--- src/rtl/dt_pkg.sv ---
package dt_pkg;
  localparam int DATA_W = 32;
  localparam int ADDR_W = 4;
  localparam int PS_W   = 2;

  // register word indices (byte offset / 4)
  localparam logic [ADDR_W-1:0] A_CLKCTL = 4'd0;
  localparam logic [ADDR_W-1:0] A_CLR    = 4'd2;
  localparam logic [ADDR_W-1:0] A_FLAG   = 4'd3;
  localparam logic [ADDR_W-1:0] A_MASK   = 4'd4;
  localparam logic [ADDR_W-1:0] A_CMP    = 4'd5;
  localparam logic [ADDR_W-1:0] A_CNT1   = 4'd6;
  localparam logic [ADDR_W-1:0] A_CNT2LO = 4'd8;
  localparam logic [ADDR_W-1:0] A_CNT2HI = 4'd9;
  localparam logic [ADDR_W-1:0] A_ENSET  = 4'd13;
  localparam logic [ADDR_W-1:0] A_ENCLR  = 4'd14;

  typedef struct packed {
    logic clkCtl;
    logic cntClr;
    logic flagWr;
    logic maskWr;
    logic cmpWr;
    logic enSet;
    logic enClr;
    logic lowRd;
  } strobe_t;
endpackage

--- src/rtl/dt_prescaler.sv ---
module dt_prescaler import dt_pkg::*; (
  input  logic            clk,
  input  logic            rstN,
  input  logic            run,
  input  logic            restart,
  input  logic [PS_W-1:0] sel,
  output logic            tick
);
  localparam int PSC_W = 2 * ((1 << PS_W) - 1);

  logic [PSC_W-1:0] phaseQ;
  logic [PSC_W-1:0] limit;

  // limit = 4^sel - 1
  assign limit = ~({PSC_W{1'b1}} << {sel, 1'b0});
  assign tick  = run && !restart && (phaseQ == limit);

  always_ff @(posedge clk) begin
    if (!rstN) begin
      phaseQ <= '0;
    end else if (!run || restart || phaseQ == limit) begin
      phaseQ <= '0;
    end else begin
      phaseQ <= phaseQ + PSC_W'(1);
    end
  end
endmodule

--- src/rtl/dt_ctrl.sv ---
module dt_ctrl import dt_pkg::*; #(
  parameter int CH1_W = 32,
  parameter int LO_W  = 32
) (
  input  logic                 busSel,
  input  logic                 busWr,
  input  logic [ADDR_W-1:0]    busAddr,
  input  logic [1:0][PS_W-1:0] prescQ,
  input  logic [1:0]           enQ,
  input  logic                 flagQ,
  input  logic                 maskQ,
  input  logic [CH1_W-1:0]     cmpQ,
  input  logic [CH1_W-1:0]     cnt1Q,
  input  logic [LO_W-1:0]      cnt2Lo,
  input  logic [LO_W-1:0]      hiBufQ,
  output strobe_t              stb,
  output logic [DATA_W-1:0]    busRdata
);
  logic wrEn;
  logic rdEn;

  assign wrEn = busSel && busWr;
  assign rdEn = busSel && !busWr;

  always_comb begin
    stb = '0;
    if (wrEn) begin
      case (busAddr)
        A_CLKCTL: stb.clkCtl = 1'b1;
        A_CLR:    stb.cntClr = 1'b1;
        A_FLAG:   stb.flagWr = 1'b1;
        A_MASK:   stb.maskWr = 1'b1;
        A_CMP:    stb.cmpWr  = 1'b1;
        A_ENSET:  stb.enSet  = 1'b1;
        A_ENCLR:  stb.enClr  = 1'b1;
        default:  ;
      endcase
    end
    stb.lowRd = rdEn && (busAddr == A_CNT2LO);
  end

  always_comb begin
    busRdata = '0;
    if (rdEn) begin
      case (busAddr)
        A_CLKCTL:        busRdata[2*PS_W-1:0] = prescQ;
        A_FLAG:          busRdata[0]          = flagQ;
        A_MASK:          busRdata[0]          = maskQ;
        A_CMP:           busRdata[CH1_W-1:0]  = cmpQ;
        A_CNT1:          busRdata[CH1_W-1:0]  = cnt1Q;
        A_CNT2LO:        busRdata[LO_W-1:0]   = cnt2Lo;
        A_CNT2HI:        busRdata[LO_W-1:0]   = hiBufQ;
        A_ENSET, A_ENCLR: busRdata[1:0]       = enQ;
        default:         ;
      endcase
    end
  end
endmodule

--- src/rtl/dt_datapath.sv ---
module dt_datapath import dt_pkg::*; #(
  parameter int CH1_W = 32,
  parameter int LO_W  = 32
) (
  input  logic                 clk,
  input  logic                 rstN,
  input  strobe_t              stb,
  input  logic [DATA_W-1:0]    wdata,
  output logic [1:0][PS_W-1:0] prescQ,
  output logic [1:0]           enQ,
  output logic                 flagQ,
  output logic                 maskQ,
  output logic [CH1_W-1:0]     cmpQ,
  output logic [CH1_W-1:0]     cnt1Q,
  output logic [LO_W-1:0]      cnt2Lo,
  output logic [LO_W-1:0]      hiBufQ,
  output logic                 irq
);
  localparam int CH2_W = 2 * LO_W;

  logic [CH2_W-1:0] cnt2Q;
  logic [1:0]       tick;
  logic [1:0]       restart;
  logic             clr1;
  logic             clr2;
  logic [CH1_W-1:0] cnt1Nxt;
  logic             match;

  for (genvar g = 0; g < 2; g++) begin : gChan
    assign restart[g] = (stb.clkCtl && (wdata[PS_W*g +: PS_W] != prescQ[g]))
                      || (stb.cntClr && wdata[g]);
    dt_prescaler i_psc (
      .clk     (clk),
      .rstN    (rstN),
      .run     (enQ[g]),
      .restart (restart[g]),
      .sel     (prescQ[g]),
      .tick    (tick[g])
    );
  end

  assign clr1    = stb.cntClr && wdata[0];
  assign clr2    = stb.cntClr && wdata[1];
  assign cnt1Nxt = cnt1Q + CH1_W'(1);
  assign match   = tick[0] && !clr1 && (cnt1Nxt == cmpQ);

  always_ff @(posedge clk) begin
    if (!rstN) begin
      prescQ <= '0;
      enQ    <= '0;
      maskQ  <= 1'b1;
      cmpQ   <= '0;
    end else begin
      if (stb.clkCtl) prescQ <= wdata[2*PS_W-1:0];
      if (stb.enSet)      enQ <= enQ | wdata[1:0];
      else if (stb.enClr) enQ <= enQ & ~wdata[1:0];
      if (stb.maskWr) maskQ <= wdata[0];
      if (stb.cmpWr)  cmpQ  <= wdata[CH1_W-1:0];
    end
  end

  always_ff @(posedge clk) begin
    if (!rstN) begin
      cnt1Q <= '0;
      flagQ <= 1'b0;
    end else begin
      if (clr1)         cnt1Q <= '0;
      else if (tick[0]) cnt1Q <= cnt1Nxt;
      if (match)                          flagQ <= 1'b1;
      else if (stb.flagWr && !wdata[0])   flagQ <= 1'b0;
    end
  end

  always_ff @(posedge clk) begin
    if (!rstN) begin
      cnt2Q  <= '0;
      hiBufQ <= '0;
    end else begin
      if (clr2)         cnt2Q <= '0;
      else if (tick[1]) cnt2Q <= cnt2Q + CH2_W'(1);
      if (stb.lowRd) hiBufQ <= cnt2Q[CH2_W-1:LO_W];
    end
  end

  assign cnt2Lo = cnt2Q[LO_W-1:0];
  assign irq    = flagQ & ~maskQ;
endmodule

--- src/rtl/dual_timer.sv ---
module dual_timer import dt_pkg::*; #(
  parameter int CH1_W = 32,
  parameter int LO_W  = 32
) (
  input  logic              clk,
  input  logic              rstN,
  input  logic              busSel,
  input  logic              busWr,
  input  logic [ADDR_W-1:0] busAddr,
  input  logic [DATA_W-1:0] busWdata,
  output logic [DATA_W-1:0] busRdata,
  output logic              irq
);
  strobe_t              stb;
  logic [1:0][PS_W-1:0] prescQ;
  logic [1:0]           enQ;
  logic                 flagQ;
  logic                 maskQ;
  logic [CH1_W-1:0]     cmpQ;
  logic [CH1_W-1:0]     cnt1Q;
  logic [LO_W-1:0]      cnt2Lo;
  logic [LO_W-1:0]      hiBufQ;

  dt_ctrl #(.CH1_W(CH1_W), .LO_W(LO_W)) i_ctrl (
    .busSel   (busSel),
    .busWr    (busWr),
    .busAddr  (busAddr),
    .prescQ   (prescQ),
    .enQ      (enQ),
    .flagQ    (flagQ),
    .maskQ    (maskQ),
    .cmpQ     (cmpQ),
    .cnt1Q    (cnt1Q),
    .cnt2Lo   (cnt2Lo),
    .hiBufQ   (hiBufQ),
    .stb      (stb),
    .busRdata (busRdata)
  );

  dt_datapath #(.CH1_W(CH1_W), .LO_W(LO_W)) i_dp (
    .clk    (clk),
    .rstN   (rstN),
    .stb    (stb),
    .wdata  (busWdata),
    .prescQ (prescQ),
    .enQ    (enQ),
    .flagQ  (flagQ),
    .maskQ  (maskQ),
    .cmpQ   (cmpQ),
    .cnt1Q  (cnt1Q),
    .cnt2Lo (cnt2Lo),
    .hiBufQ (hiBufQ),
    .irq    (irq)
  );
endmodule

--- config.mk ---
export PLATFORM = sky130hd
export DESIGN_NAME = dual_timer
export DESIGN_NICKNAME = d
export VERILOG_FILES = /design/src/rtl/dt_pkg.sv /design/src/rtl/dt_prescaler.sv /design/src/rtl/dt_ctrl.sv /design/src/rtl/dt_datapath.sv /design/src/rtl/dual_timer.sv
export SDC_FILE = /design/constraint.sdc
export NUM_CORES = 1
export LEC_CHECK = 0
export ABC_AREA = 1
export ABC_CLOCK_PERIOD_IN_PS = 3400
export CAP_MARGIN = 20
export CELL_PAD_IN_SITES_DETAIL_PLACEMENT = 0
export CELL_PAD_IN_SITES_GLOBAL_PLACEMENT = 1
export CORE_ASPECT_RATIO = 1.25
export CORE_MARGIN = 1.5
export CORE_UTILIZATION = 35
export DETAILED_ROUTE_END_ITERATION = 12
export PLACE_DENSITY_LB_ADDON = 0.1
export SLEW_MARGIN = 20
export SYNTH_ARGS = -nofsm -noshare
export SYNTH_HDL_FRONTEND = slang
export SYNTH_HIERARCHICAL = 1
export SYNTH_SLANG_ARGS = --single-unit
--- constraint.sdc ---
create_clock -name clk -period 3.4 [get_ports clk]
set_input_delay 0.68 -clock clk [delete_from_list [all_inputs] [get_ports clk]]
set_output_delay 0.68 -clock clk [all_outputs]
set_load 0.05 [all_outputs]
Yosys cells after proc, flatten, opt, wreduce, memory -nomap -nowiden
Index checks and enable logic that the tools add are counted.

Word-level logic and storage cells: 91. Bits in registers: 180. Output and inout port bits: 33.

Shifts and indexed selects: 2. Multiplexer cells: 17. Equality and inequality tests: 14. Add/sub/neg operators: 4. Bitwise logic cells: 8. Reduce and logical (&&, ||, !) cells: 35.

Operator list (number): $pmux W28 S4 (1); $add A64 B1 Y64 const B (1); $add A32 B1 Y32 const B (1); $eq A32 B32 Y1 (1); $mux W32 (1); $eq A4 B4 Y1 const B (4); $logic_and A1 B1 Y1 (14); $add A6 B1 Y6 const B (2); $eq A4 B3 Y1 const B (3); $eq A6 B6 Y1 (2); $not A6 Y6 (2); $shl A6 B3 Y6 const A (2); $pmux W2 S5 (1); $reduce_or A2 Y1 (5); $mux W1 (9); $eq A4 B2 Y1 const B (2); $pmux W1 S8 (1); $logic_not A1 Y1 (7); $mux W7 (1); $logic_or A1 B1 Y1 (6); $pmux W1 S6 (1); $logic_not A4 Y1 (1); $mux W2 (2); $ne A2 B2 Y1 (2); other kinds (6) (8).

Longest topological paths before layout
Depth after elaboration: 11. Gate-level depth with buffers: 21.

Modules after synthesis
The synthesis kept the hierarchy.

By module, submodules not included: dt_datapath (area an instance 9048.7 µm², times used 1, sequential area each 3363.2 µm², cells each 1369); dt_ctrl (area an instance 1325.0 µm², times used 1, sequential area each 0.0 µm², cells each 316); dt_prescaler (area an instance 345.3 µm², times used 2, sequential area each 120.1 µm², cells each 51).

Least setup slack after synthesis
Ideal clock, no wire load.

Path type: input to register. Start: input busAddr[1]. End: register i_dp.cnt2Q[30]. Stages: 20. Data required time: 3272 ps. Setup time: 128 ps. Slack: 552 ps. Arrival time: 2720 ps. Cell sequence: nor2_1 inv_1 nor3_1 o21ai_0 nand2_1 inv_1 nand2_1 nor2_1 buf_4 inv_2 nor2_2 inv_1 nor2_2 inv_2 nor2_4 nand4_1 nor3_2 nand2_1 xor2_1 nor2_1.

RTL lines: from (decl) (line dual_timer.sv:9) `input logic [ADDR_W-1:0] busAddr,`; to (signal assigned) (line dt_datapath.sv:80) `else if (tick[1]) cnt2Q <= cnt2Q + CH2_W'(1);`; to (decl) (line dt_datapath.sv:21) `logic [CH2_W-1:0] cnt2Q;`.

Final worst setup path
Start: input busAddr[1]. End: output busRdata[31].

Word-level cells in the longest chain between the ends: 3. Elaborated cells on any way between the ends: 6.

RTL lines: $eq A4 B4 Y1 or $eq A4 B3 Y1 (tied branches) (line dt_ctrl.sv:45) `case (busAddr)`; $pmux W28 S4 * (line dt_ctrl.sv:45); $mux W32 * (line dt_ctrl.sv:44) `if (rdEn) begin`; to (decl) (line dual_timer.sv:11) `output logic [DATA_W-1:0] busRdata,`.

Every way passes the cells marked *; elsewhere a longest branch is shown, timed or not.

==> metrics.txt <==
Buf/Inv on CP 5; CP startpoint kind input port; critical path endpoint category output pin; die area 32700 um^2; sequential area share after synthesis 0.3257; CTS clk-pin slew, worst paths 70 ps; RR Startpoint i_dp/prescQ[3]; register area about 3600 um^2; antenna-violating nets left 0; top cells by count, synth 510 x nand2_1, 278 x nor2_1, 192 x inv_1; via count 11110; Initial DRC Count 570; required time of the worst setup path 2720 ps; final wirelength about 38 mm; layout cells sized above 1 0.1120; Initial Util 0.3570; Synth top area share 0.3257; CP max-delay cell clkdlybuf4s50_1; Final Max Slew Viols 0; clock sink count 180; unrepaired setup endpoints after global routing no; endpoints failing hold 0; max layer used met4; IO buf count a little over 70; Fin Hold WS about 460 ps; status finished clean; Tmin final 3234 ps; Least-Margin Pin Slew ~750 ps; warnings from Yosys 6; r2r setup slk between 600 and 700 ps; met2 wire len 19.29 mm; synth top area cells dfxtp_1 33%, nand2_1 17%, nor2_1 9.4%; CTS Buf Count 17; Hold Path Class reg2reg; Overflow after GRT 0; critical path class in2out; max cap viols 0; Pwr Density approximately 330 nW/um^2; Initial DRT Pass Iterations 7; first-pass GRT wire length between 50 and 60 mm; Post-synth EDFFs 0; top cell family by delay on the critical path buffers and inverters; CP max FO 30; R2R cell count 15; met3 wire len 1.166 mm; # fillers about 3400; M1 wire length 16.60 mm; CTS tree yes; die width 162.0 um; ys async rst share 0; worst skew pair latency about 450 ps; Critical Path, Cell by Cell clkdlybuf4s50_1, buf_4, inv_1, nand3b_4, nor2_2, buf_12, nand2_1, nand2_1, nor2_1, nor2_1, buf_12; Cells after DPL about 2300; CTS Buffer Depth 2; final setup vio count 0; DRC Markers 0; reg-to-reg endpoint i_dp/cnt2Q[61]; vias in the first global route about 11000; path length in cells of the critical path 11; post-synthesis register bit count 180; Post-Route Skew 12.04 ps; core area 30990 um^2; Synth Instances ~1800; H-tree depth 4; largest net degree at the start of global routing 71; Worst Setup EP busRdata[31]; post-route clock period utilization 0.9512; prevailing post-synth register cell dfxtp_1; leakage power 5.555 nW; Die Y roughly 200 um; Area Growth Syn to Fin 20.38%; fin cells approximately 2300; Worst Setup SP busAddr[1]; IO Pins between 70 and 80; synthesized area roughly 11000 um^2; Post-CTS Setup Inserts 0; Via density about 5; clock root buffer master clkbuf_16; top-count cell post-synth nand2_1; crit path DAT between 2000 and 3000 ps; synthesized area per cell 6.192 um^2; area occupied by multi-input gates a little over 6000 um^2; max incr delay on CP roughly 430 ps; Max Clk Rate approximately 300 MHz; row count roughly 70; peak supply drop around 0.23 mV; Total Routing Usage GR 0.2373; post-DP HPWL between 20 and 30 mm; GPL Wtd Cong roughly 0.90; synth unique cells 43; Yosys top cell by area dfxtp_1; max_slew headroom 0.4973; Syn Nets 1831; Wirelength per Cell 16.65 um; Post-layout nets 1906; antenna violations before repair 1
[final cells by class]
class | instances | area share
sequential | 180 | 0.2706
antenna | 1 | 0.0001879
inverter | 203 | 0.05721
clock inverter | 13 | 0.01090
timing repair buffer | 138 | 0.1216
clock buffer | 19 | 0.03401
multi-input combinational | 1322 | 0.4674
tap | 407 | 0.03823
[report_power, final]
group / switching (mW) / internal, mW / total [mW]
Clock: 0.936 / 1.13 / 2.07
Combinational: 0.142 / 0.102 / 0.244
Sequential: 0.0143 / 2.12 / 2.13
Total: 1.09 / 3.36 / 4.45
[cell usage in the layout, fill, tap and decap left out, types with 17 or more instances in the layout]
cell type	n
nor2_1	276
nand2_1	510
nand3_1	96
nor3_1	28
a21oi_1	112
dfxtp_1	180
clkbuf_16	17
buf_4	59
buf_12	39
nand4_1	31
xor2_1	24
o21ai_0	119
inv_1	191
clkdlybuf4s50_1	39
nor2_2	19
[state kept, by name (all words and copies together), names as in the netlist, named ones only]
register	count
i_dp/cnt2Q	64
i_dp/cmpQ	32
i_dp/flagQ	1
i_dp/prescQ	4
i_dp/maskQ	1
i_dp/hiBufQ	32
i_dp/cnt1Q	32
i_dp/gChan.i_psc/phaseQ	12
[worst min path at each step]
stage | start | end | slack, ps | depth (start not counted)
after global routing | i_dp/gChan[0].i_psc/phaseQ[0] | i_dp/gChan[0].i_psc/phaseQ[0] | 500 | 1
after global placement | i_dp/gChan[0].i_psc/phaseQ[0] | i_dp/gChan[0].i_psc/phaseQ[0] | 450 | 1
after CTS | i_dp/gChan[0].i_psc/phaseQ[0] | i_dp/gChan[0].i_psc/phaseQ[0] | 470 | 1
final | i_dp/gChan[0].i_psc/phaseQ[0] | i_dp/gChan[0].i_psc/phaseQ[0] | 460 | 1
after floorplan | i_dp/gChan[0].i_psc/phaseQ[0] | i_dp/gChan[0].i_psc/phaseQ[0] | 430 | 1
after detailed placement | i_dp/gChan[0].i_psc/phaseQ[0] | i_dp/gChan[0].i_psc/phaseQ[0] | 450 | 1
[repair_timing]
item                                    4_1_cts  5_1_grt
endpoints found under the setup margin        0        2
endpoints found under the hold margin         0        0
hold buffers                                  0        0
resized for setup                             0        1
[cells by family (layout without fill, tap and decap cells)]
| group | after synthesis | in the layout | synth area share |
|---|---|---|---|
| other | 0 | 1 | 0 |
| adders and majority gates | 4 | 4 | 0.004524 |
| xor gates and xnor gates | 40 | 40 | 0.03415 |
| AOI/OAI and AO/OA | 248 | 248 | 0.1156 |
| and+or+nand+nor | 1030 | 1030 | 0.4071 |
| buffers and inverters | 285 | 373 | 0.1130 |
| DFF | 180 | 180 | 0.3257 |
[layer usage]
layer	vias to the layer above	global-route usage
li1	5783	-
met2	176	0.4316
met3	55	0.02709
met5	-	0
met4	0	0.07733
met1	5091	0.2886
[per-stage QoR]
stage                     setup slack, ps  TNS (ps)  power, mW  cell area [um^2]    util
after global placement             -120.9    -572.1      2.428             12720  0.4103
after CTS                           136.0         0      4.505             13310  0.4296
after global routing                36.73         0      4.594             13320  0.4298
after floorplan                     552.0         0      2.297             11060       -
after detailed placement           -182.5     -2214      2.429             12720  0.4103
final                               165.9         0      4.448             13320  0.4298
Power figures use the tool's default switching activity.
